### src/rtl/ir_codec_pkg.sv
package ir_codec_pkg;
  typedef enum logic [1:0] {
    WSEL_3_16 = 2'b00,
    WSEL_1_16 = 2'b01,
    WSEL_1_32 = 2'b10,
    WSEL_ALT  = 2'b11
  } wsel_e;

  // pulse length in ticks of the selected enable
  function automatic int unsigned pulse_ticks(wsel_e sel, int unsigned long_ticks);
    return (sel == WSEL_3_16 || sel == WSEL_ALT) ? long_ticks : 1;
  endfunction

  function automatic logic uses_fast_tick(wsel_e sel);
    return sel == WSEL_1_32;
  endfunction
endpackage

### src/rtl/ir_cfg_reg.sv
module ir_cfg_reg
  import ir_codec_pkg::*;
(
  input  logic       clk_i,
  input  logic       rst_ni,
  input  logic       en_i,
  input  logic [1:0] width_sel_i,
  output logic       en_o,
  output wsel_e      sel_o
);
  always_ff @(posedge clk_i or negedge rst_ni) begin
    if (!rst_ni) begin
      en_o  <= 1'b0;
      sel_o <= WSEL_3_16;
    end else begin
      en_o  <= en_i;
      sel_o <= wsel_e'(width_sel_i);
    end
  end
endmodule

### src/rtl/ir_tx_shaper.sv
module ir_tx_shaper
  import ir_codec_pkg::*;
#(
  parameter int unsigned OSR        = 16,
  parameter int unsigned LONG_TICKS = 3
) (
  input  logic  clk_i,
  input  logic  rst_ni,
  input  logic  en_i,
  input  wsel_e sel_i,
  input  logic  tick16_i,
  input  logic  tick32_i,
  input  logic  txd_i,
  output logic  pulse_o
);
  localparam int unsigned PW = $clog2(OSR);
  localparam int unsigned CW = $clog2(LONG_TICKS + 1);

  logic          txd_q;
  logic [PW-1:0] phase_q;
  logic [CW-1:0] pcnt_q;
  logic          pulse_q;
  logic          fall, wrap, start, step;
  logic [CW-1:0] len;

  assign fall  = txd_q & ~txd_i;
  assign wrap  = tick16_i && (phase_q == PW'(OSR - 1));
  assign start = en_i & ~txd_i & (fall | wrap);
  assign step  = uses_fast_tick(sel_i) ? tick32_i : tick16_i;
  assign len   = CW'(pulse_ticks(sel_i, LONG_TICKS));

  always_ff @(posedge clk_i or negedge rst_ni) begin
    if (!rst_ni) begin
      txd_q   <= 1'b1;
      phase_q <= '0;
    end else begin
      txd_q <= txd_i;
      if (fall)          phase_q <= '0;
      else if (wrap)     phase_q <= '0;
      else if (tick16_i) phase_q <= phase_q + 1'b1;
    end
  end

  always_ff @(posedge clk_i or negedge rst_ni) begin
    if (!rst_ni) begin
      pulse_q <= 1'b0;
      pcnt_q  <= '0;
    end else if (start) begin
      pulse_q <= 1'b1;
      pcnt_q  <= '0;
    end else if (pulse_q && step) begin
      if (pcnt_q == len - 1'b1) pulse_q <= 1'b0;
      else                      pcnt_q  <= pcnt_q + 1'b1;
    end
  end

  assign pulse_o = pulse_q;

  assert_pulse_on_zero_R4: assert property (@(posedge clk_i) disable iff (!rst_ni)
    $rose(pulse_q) |-> $past(!txd_i && en_i));

  assert_short_ends_on_fast_tick_R7: assert property (@(posedge clk_i) disable iff (!rst_ni)
    (pulse_q && sel_i == WSEL_1_32 && tick32_i && !start) |=> !pulse_q);

  assert_long_never_overruns_R5: assert property (@(posedge clk_i) disable iff (!rst_ni)
    pulse_q |-> (pcnt_q < CW'(LONG_TICKS)));
endmodule

### src/rtl/ir_rx_stretcher.sv
module ir_rx_stretcher #(
  parameter int unsigned HOLD_TICKS = 16
) (
  input  logic clk_i,
  input  logic rst_ni,
  input  logic tick16_i,
  input  logic ir_i,
  output logic hold_o
);
  localparam int unsigned HW = $clog2(HOLD_TICKS);

  logic          s1_q, s2_q, hold_q;
  logic [HW-1:0] cnt_q;
  logic          edge_det;

  assign edge_det = s1_q & ~s2_q;

  always_ff @(posedge clk_i or negedge rst_ni) begin
    if (!rst_ni) begin
      s1_q <= 1'b0;
      s2_q <= 1'b0;
    end else begin
      s1_q <= ir_i;
      s2_q <= s1_q;
    end
  end

  always_ff @(posedge clk_i or negedge rst_ni) begin
    if (!rst_ni) begin
      hold_q <= 1'b0;
      cnt_q  <= '0;
    end else if (edge_det) begin
      hold_q <= 1'b1;
      cnt_q  <= '0;
    end else if (hold_q && tick16_i) begin
      if (cnt_q == HW'(HOLD_TICKS - 1)) hold_q <= 1'b0;
      cnt_q <= cnt_q + 1'b1;
    end
  end

  assign hold_o = hold_q;

  assert_hold_ends_on_tick_R9: assert property (@(posedge clk_i) disable iff (!rst_ni)
    $fell(hold_q) |-> $past(tick16_i));

  assert_hold_starts_after_sync_R9: assert property (@(posedge clk_i) disable iff (!rst_ni)
    $rose(hold_q) |-> $past(s1_q));

  assert_retrigger_restarts_R10: assert property (@(posedge clk_i) disable iff (!rst_ni)
    (hold_q && s1_q && !s2_q) |=> (hold_q && cnt_q == '0));
endmodule

### src/rtl/ir_pulse_codec.sv
module ir_pulse_codec
  import ir_codec_pkg::*;
#(
  parameter int unsigned OSR        = 16,
  parameter int unsigned LONG_TICKS = 3,
  parameter int unsigned HOLD_TICKS = 16
) (
  input  logic       clk_i,
  input  logic       rst_ni,
  input  logic       en_i,
  input  logic [1:0] width_sel_i,
  input  logic       tick16_i,
  input  logic       tick32_i,
  input  logic       uart_txd_i,
  output logic       uart_rxd_o,
  output logic       ir_tx_o,
  input  logic       ir_rx_i
);
  logic  en_q, pulse, hold;
  wsel_e sel_q;

  ir_cfg_reg u_cfg (
    .clk_i, .rst_ni, .en_i, .width_sel_i,
    .en_o (en_q), .sel_o (sel_q)
  );

  ir_tx_shaper #(.OSR(OSR), .LONG_TICKS(LONG_TICKS)) u_tx (
    .clk_i, .rst_ni, .en_i (en_q), .sel_i (sel_q),
    .tick16_i, .tick32_i, .txd_i (uart_txd_i), .pulse_o (pulse)
  );

  ir_rx_stretcher #(.HOLD_TICKS(HOLD_TICKS)) u_rx (
    .clk_i, .rst_ni, .tick16_i, .ir_i (ir_rx_i), .hold_o (hold)
  );

  assign ir_tx_o    = en_q ? pulse : uart_txd_i;
  assign uart_rxd_o = en_q ? ~hold : ir_rx_i;

  assert_enabled_idle_line_low_R3: assert property (@(posedge clk_i) disable iff (!rst_ni)
    (en_q && $past(en_q) && uart_txd_i && $past(uart_txd_i) && !$past(pulse)) |-> !ir_tx_o);
endmodule

### config.mk
export PLATFORM = sky130hd
export DESIGN_NAME = ir_pulse_codec
export DESIGN_NICKNAME = d
export VERILOG_FILES = /design/src/rtl/ir_codec_pkg.sv /design/src/rtl/ir_cfg_reg.sv /design/src/rtl/ir_tx_shaper.sv /design/src/rtl/ir_rx_stretcher.sv /design/src/rtl/ir_pulse_codec.sv
export SDC_FILE = /design/constraint.sdc
export NUM_CORES = 1
export LEC_CHECK = 0
export BUFFER_PORTS_ARGS = -buffer_cell sky130_fd_sc_hd__buf_2
export CELL_PAD_IN_SITES_DETAIL_PLACEMENT = 2
export CELL_PAD_IN_SITES_GLOBAL_PLACEMENT = 2
export CORE_ASPECT_RATIO = 1.4
export CORE_MARGIN = 10
export CORE_UTILIZATION = 41
export CTS_BUF_LIST = sky130_fd_sc_hd__clkbuf_8
export CTS_CLUSTER_SIZE = 40
export DETAILED_ROUTE_END_ITERATION = 8
export PLACE_DENSITY_LB_ADDON = 0.1
export SYNTH_ARGS = -nofsm -noshare
export SYNTH_HDL_FRONTEND = slang
export SYNTH_HIERARCHICAL = 1
export SYNTH_SLANG_ARGS = --single-unit
### constraint.sdc
create_clock -name clk_i -period 2.2 [get_ports clk_i]
set_input_delay 0.22 -clock clk_i [delete_from_list [all_inputs] [get_ports clk_i]]
set_output_delay 0.22 -clock clk_i [all_outputs]
set_load 0.005 [all_outputs]
# After elaboration in Yosys (flattened, before gate mapping)

Cells that the tools add are included.
Widths: inputs -> output; s select.

Equality and inequality tests: 6
Shifts and indexed selects: 0
Div/mod/pow operators: 0
Multipliers: 0
$lt $le $gt $ge: 0
Bitwise logic cells: 8
Add/subtract/negate cells: 4
Reductions and logical operators: 13
Mux-type cells: 18

Operators by type and width:

| operator            | count |
|---|---|
| $mux 4              | 5 |
| $mux 1              | 9 |
| $add 4x1->4 const B | 2 |
| $eq 4x4->1 const B  | 2 |
| $mux 2              | 4 |
| $reduce_bool 2->1   | 4 |
| $reduce_and 2->1    | 3 |
| $and 1x1->1         | 4 |
| $eq 2x2->1 const B  | 2 |
| $logic_and 1x1->1   | 3 |
| $not 1->1           | 3 |
| $reduce_bool 3->1   | 1 |
| $add 2x1->2 const B | 1 |
| $eq 2x2->1          | 1 |
| $logic_not 2->1     | 1 |
| $ne 2x1->1 const B  | 1 |
| $sub 2x1->2 const B | 1 |
| $logic_or 1x1->1    | 1 |
| $or 1x1->1          | 1 |

Bits of input ports: 9
Latch bits: 0
Bits in read-only memories: 0
Logic and storage cells: 59
Output and inout port bits: 2
Flip-flop bits (word level): 18
RAM bits: 0
Memories kept: 0

# Depth between registers and ports, before layout

Depth after elaboration: 8
Depth in mapped cells: 6
Mapped depth without buffers: 6

# Modules after synthesis

The synthesis kept the hierarchy.

Modules (own cells, without submodules):

| module          | cells an instance | times used | seq. area each (um^2) | area each (um^2) |
|---|---|---|---|---|
| ir_tx_shaper    | 39                | 1          | 201.4                 | 429.2 |
| ir_rx_stretcher | 24                | 1          | 175.2                 | 280.3 |
| ir_cfg_reg      | 3                 | 1          | 75.1                  | 75.1 |
| ir_pulse_codec  | 3                 | 1          | 0.0                   | 23.8 |

# Worst setup path before layout

Ideal clock, no wire load.

Path type: register to register
Start: register u_cfg.sel_o[0]
End: register u_tx.pcnt_q[0]
Cell stages (with the launch flop): 7
Period minus slack after synthesis: 1,242 ps
Data arrival time: 1,118 ps
Library setup time: 124 ps
Required time: 2,076 ps
Buffers on the path: 0
Slack: 958 ps
Cells stage by stage: dfrtp_1 > inv_1 > ha_1 > mux2_4 > nand2_2 > mux2i_1 > nor2_1

Word-level cells in the longest chain between the ends: 7
Elaborated cells between the ends (all ways): 12
Those cells by class: add/sub: 1; eq/ne: 4; mux: 2; reduce/logical: 5

RTL lines:

| item                                          | line               | text |
|---|---|---|
| start: declaration                            | ir_cfg_reg.sv:9    | `output wsel_e sel_o` |
| start signal: assignment                      | ir_cfg_reg.sv:17   | `sel_o <= wsel_e'(width_sel_i);` |
| $eq 2x2->1 or $logic_not 2->1 (tied branches) | ir_codec_pkg.sv:11 | `return (sel == WSEL_3_16 \|\| sel == WSEL_ALT) ? long_ticks : 1;` |
| $logic_or 1x1->1                              | ir_codec_pkg.sv:11 |  |
| $mux 2                                        | ir_codec_pkg.sv:11 |  |
| $sub 2x1->2                                   | ir_tx_shaper.sv:52 | `if (pcnt_q == len - 1'b1) pulse_q <= 1'b0;` |
| $eq 2x2->1                                    | ir_tx_shaper.sv:52 |  |
| $ne 2x1->1 (no source line)                   | n/a                |  |
| $reduce_and 2->1 (no source line) (*)         | n/a                |  |
| end signal: assignment                        | ir_tx_shaper.sv:53 | `else pcnt_q <= pcnt_q + 1'b1;` |
| end: declaration                              | ir_tx_shaper.sv:21 | `logic [CW-1:0] pcnt_q;` |

Mark *: on every way between the ends. The rest lies on a longest branch, timed or not.
A chain may end at the register's enable or synchronous reset.

# Worst setup path after layout

Start: register u_cfg.sel_o[0]
End: register u_tx.pcnt_q[1]

The elaborated chain is that of the path after synthesis.

==> impl_metrics.py <==
metrics = {
    "min_path": {
        "whs_path_depth": 1,
        "hp-class": "primary input to flip-flop",
        "holdPathEnd": "u_cfg/sel_o[1]",
        "hp-start": "width_sel_i[1]",
    },
    "setup_path": {
        "r2r-start": "u_cfg/sel_o[0]",
        "startpoint": "u_cfg/sel_o[0]",
        "endpoint_kind": "flip-flop",
        "required_ps": 2330,
        "critical_path_class": "flip-flop to flip-flop",
        "r2r_end": "u_tx/pcnt_q[1]",
        "cp-start-kind": "flip-flop",
        "worstPathArrival_ps": 1460,
        "reg2reg_depth": 6,
        "cp_max_fo": 3,
        "r2r_slack_ps": 870,
    },
    "detailed_routing": {
        "drt_wl_total_um": 1680,
        "drc": 0,
        "antenna_left": 0,
        "vias": 536,
        "wire_per_inst_um": 16.3,
        "firstDrtPassIters": 2,
        "drt-initial-drc-count": 7,
        "post_drt_via_cell_ratio": 5.20,
    },
    "timing": {
        "fin_ws_ps": 870,
        "hold_ws_ps": 74.4,
        "maxSlewViolCount": 0,
        "rsz0062_at_grt": "no",
        "setup_viol_count_final": 0,
        "timing_worst_slew_pin_value_ps": 405,
        "fin_crit_sh": 0.605,
        "fin_crit_ps": 1330,
        "hold_viol_final": 0,
        "maxSlewHeadroom": 0.730,
        "skew_ps": 0.506,
        "timing.fmax_ghz": 0.752,
        "fin_tns_setup_ps": 0,
    },
    "power": {
        "p_per_area_nw_per_um2": 949,
        "leakage_nw": 0.444,
        "irDropWorstVdd_uv": 516,
    },
    "clock_network": {
        "cts_tree": "built",
        "clk_pin_slew_ps": 60,
        "cts_resized": 0,
        "numCtsBuffers": 3,
        "ctsHoldBuffers": 1,
        "clk_latency_ps": 250,
        "htreeDepth": 1,
        "cts_root_buffer": "clkbuf_8",
        "postCtsSetupRepairBufs": 0,
        "cts_buffer_depth": 2,
        "cts_num_sinks": 18,
    },
    "die": {
        "coreArea_sq_um": 1820,
        "die_h_um": 72.5,
        "rows": 18,
        "boundaryPins": 11,
        "dieArea_sq_um": 4170,
        "start_util": 0.443,
        "chipWidth_um": 57.5,
    },
    "outcome": {
        "status": "complete, no violations",
    },
    "cells_and_area": {
        "register_area_sq_um": 452,
        "nFillCells": 202,
        "area_delta_synth_final_pct": 15.9,
        "mostFrequentLayoutCell": "dfrtp_1",
        "multi_input_comb_area_sq_um": 342,
        "num_antenna_cells": 0,
        "finalInstanceArea_sq_um": 937,
        "mostFrequentLayoutCells": "dfrtp_1, buf_2, nor2_1",
        "drive_above_1_share": 0.277,
        "nNetsFinal": 96,
    },
    "run": {
        "max_cap_viol_count": 0,
    },
    "synthesis": {
        "synth_area_leader_cell": "dfrtp_1",
        "syn_avg_cell_area_sq_um": 11.7,
        "synth_nets": 81,
        "ys_ff_latch": 18,
        "synthMuxAreaShare": 0.0619,
        "synth_top_family_by_area": "simple AND/OR/NAND/NOR gates",
        "synth-xor-area-share": 0.0650,
        "synth_simple_gate_area_frac": 0.170,
        "ys_seq_area_frac": 0.559,
        "ys_top_cells_by_area": "dfrtp_1, ha_1, xor2_1",
        "synth_cells": 69,
        "synth_compound_area_frac": 0.0789,
        "synth_area_sq_um": 808,
        "ys_warn_count": 6,
        "synth_top_area_share": 0.526,
        "synth_fa_ha_area_frac": 0.0464,
        "ys_types": 25,
    },
    "placed_design": {
        "place_congestion": 0.754,
        "placed_cell_area_sq_um": 872,
        "place_hpwl_um": 1310,
        "io_buffer_count": 10,
        "place_ws_ps": 855,
    },
    "global_route": {
        "antenna_found_initial": 0,
        "grt_max_degree": 19,
        "grt_pass1_vias": 638,
        "grt_pass1_wl_um": 2990,
        "track_usage": 0.0915,
        "grt-ovfl-total": 0,
    },
}
-- through the flow --
| stage | util | power, W | instances |
|---|---|---|---|
| 2_1_floorplan | - | 0.000573 | 69 |
| 3_3_place_gp | 0.478 | 0.000620 | 98 |
| 3_5_place_dp | 0.478 | 0.000638 | 98 |
| 4_1_cts | 0.514 | 0.000905 | 103 |
| 5_1_grt | 0.514 | 0.000959 | 103 |
| 6_report | 0.514 | 0.000890 | 103 |
-- kinds of logic (layout without fill, tap and decap cells) --
logic type | Yosys count | count (layout)
AOI/OAI and AO/OA | 9 | 9
xor gates and xnor gates | 6 | 6
adders and majority gates | 3 | 3
buffers and inverters | 2 | 16
DFF | 18 | 18
muxes | 4 | 4
and+or+nand+nor | 27 | 27
-- where the power goes --
| group | total [W] | internal, W | switching [W] |
|---|---|---|---|
| clock network | 0.000261 | 0.000159 | 0.000102 |
| registers | 0.000458 | 0.000396 | 0.0000621 |
| logic | 0.000171 | 0.0000855 | 0.0000853 |
| total | 0.000890 | 0.000640 | 0.000250 |
-- worst max path at each step --
stage	to	depth (start not counted)	slack (ps)
after floorplan	u_tx/pcnt_q[0]	6	960
after global placement	u_tx/pcnt_q[1]	6	910
after detailed placement	u_tx/pulse_o	4	860
after CTS	u_tx/pulse_o	4	840
after global routing	u_tx/phase_q[0]	4	750
final	u_tx/pcnt_q[1]	6	870
-- final cells by class --
class,count,share of cell area
Clock buffer,4,0.0587
Inverter,1,0.00401
Multi-Input combinational cell,49,0.364
Sequential cell,18,0.482
Tap cell,20,0.0267
Timing Repair Buffer,11,0.0641
-- state kept, by name, summed over array words and instances (netlist names), 2 cells and up --
signal,count
u_cfg/sel_o,2
u_tx/phase_q,4
u_tx/pcnt_q,2
u_rx/cnt_q,4
-- critical path, cell delays in order, from the launching register on --
cell     delay, ps
dfrtp_1        360
inv_1           50
ha_1           150
mux2_4         320
nand3_1        110
xor2_1         160
nor2_1          60
-- metal layers --
layer / vias to the layer above / track usage / share of wire
li1: 261 / - / -
met2: 6 / 0.164 / 0.56
met5: - / 0 / 0
met4: 0 / 0.0393 / 0.0077
met1: 267 / 0.0954 / 0.39
met3: 2 / 0.0261 / 0.035
-- synthesized netlist by cell type --
master	instances
dfrtp_1	17
xor2_1	4
nand2b_1	1
dfstp_2	1
buf_6	1
ha_1	3
nand2_2	2
nand4_1	1
nor2b_2	1
o21ai_0	3
nor2_1	9
nor3b_2	1
and2_1	1
mux2_4	2
nor2b_1	1
a41oi_2	1
or3_1	1
a21o_2	1
mux2i_1	2
o2111ai_1	1
nand3_1	4
inv_1	1
nand2_1	5
a21oi_1	3
xnor2_1	2
Power figures use the tool's default switching activity.
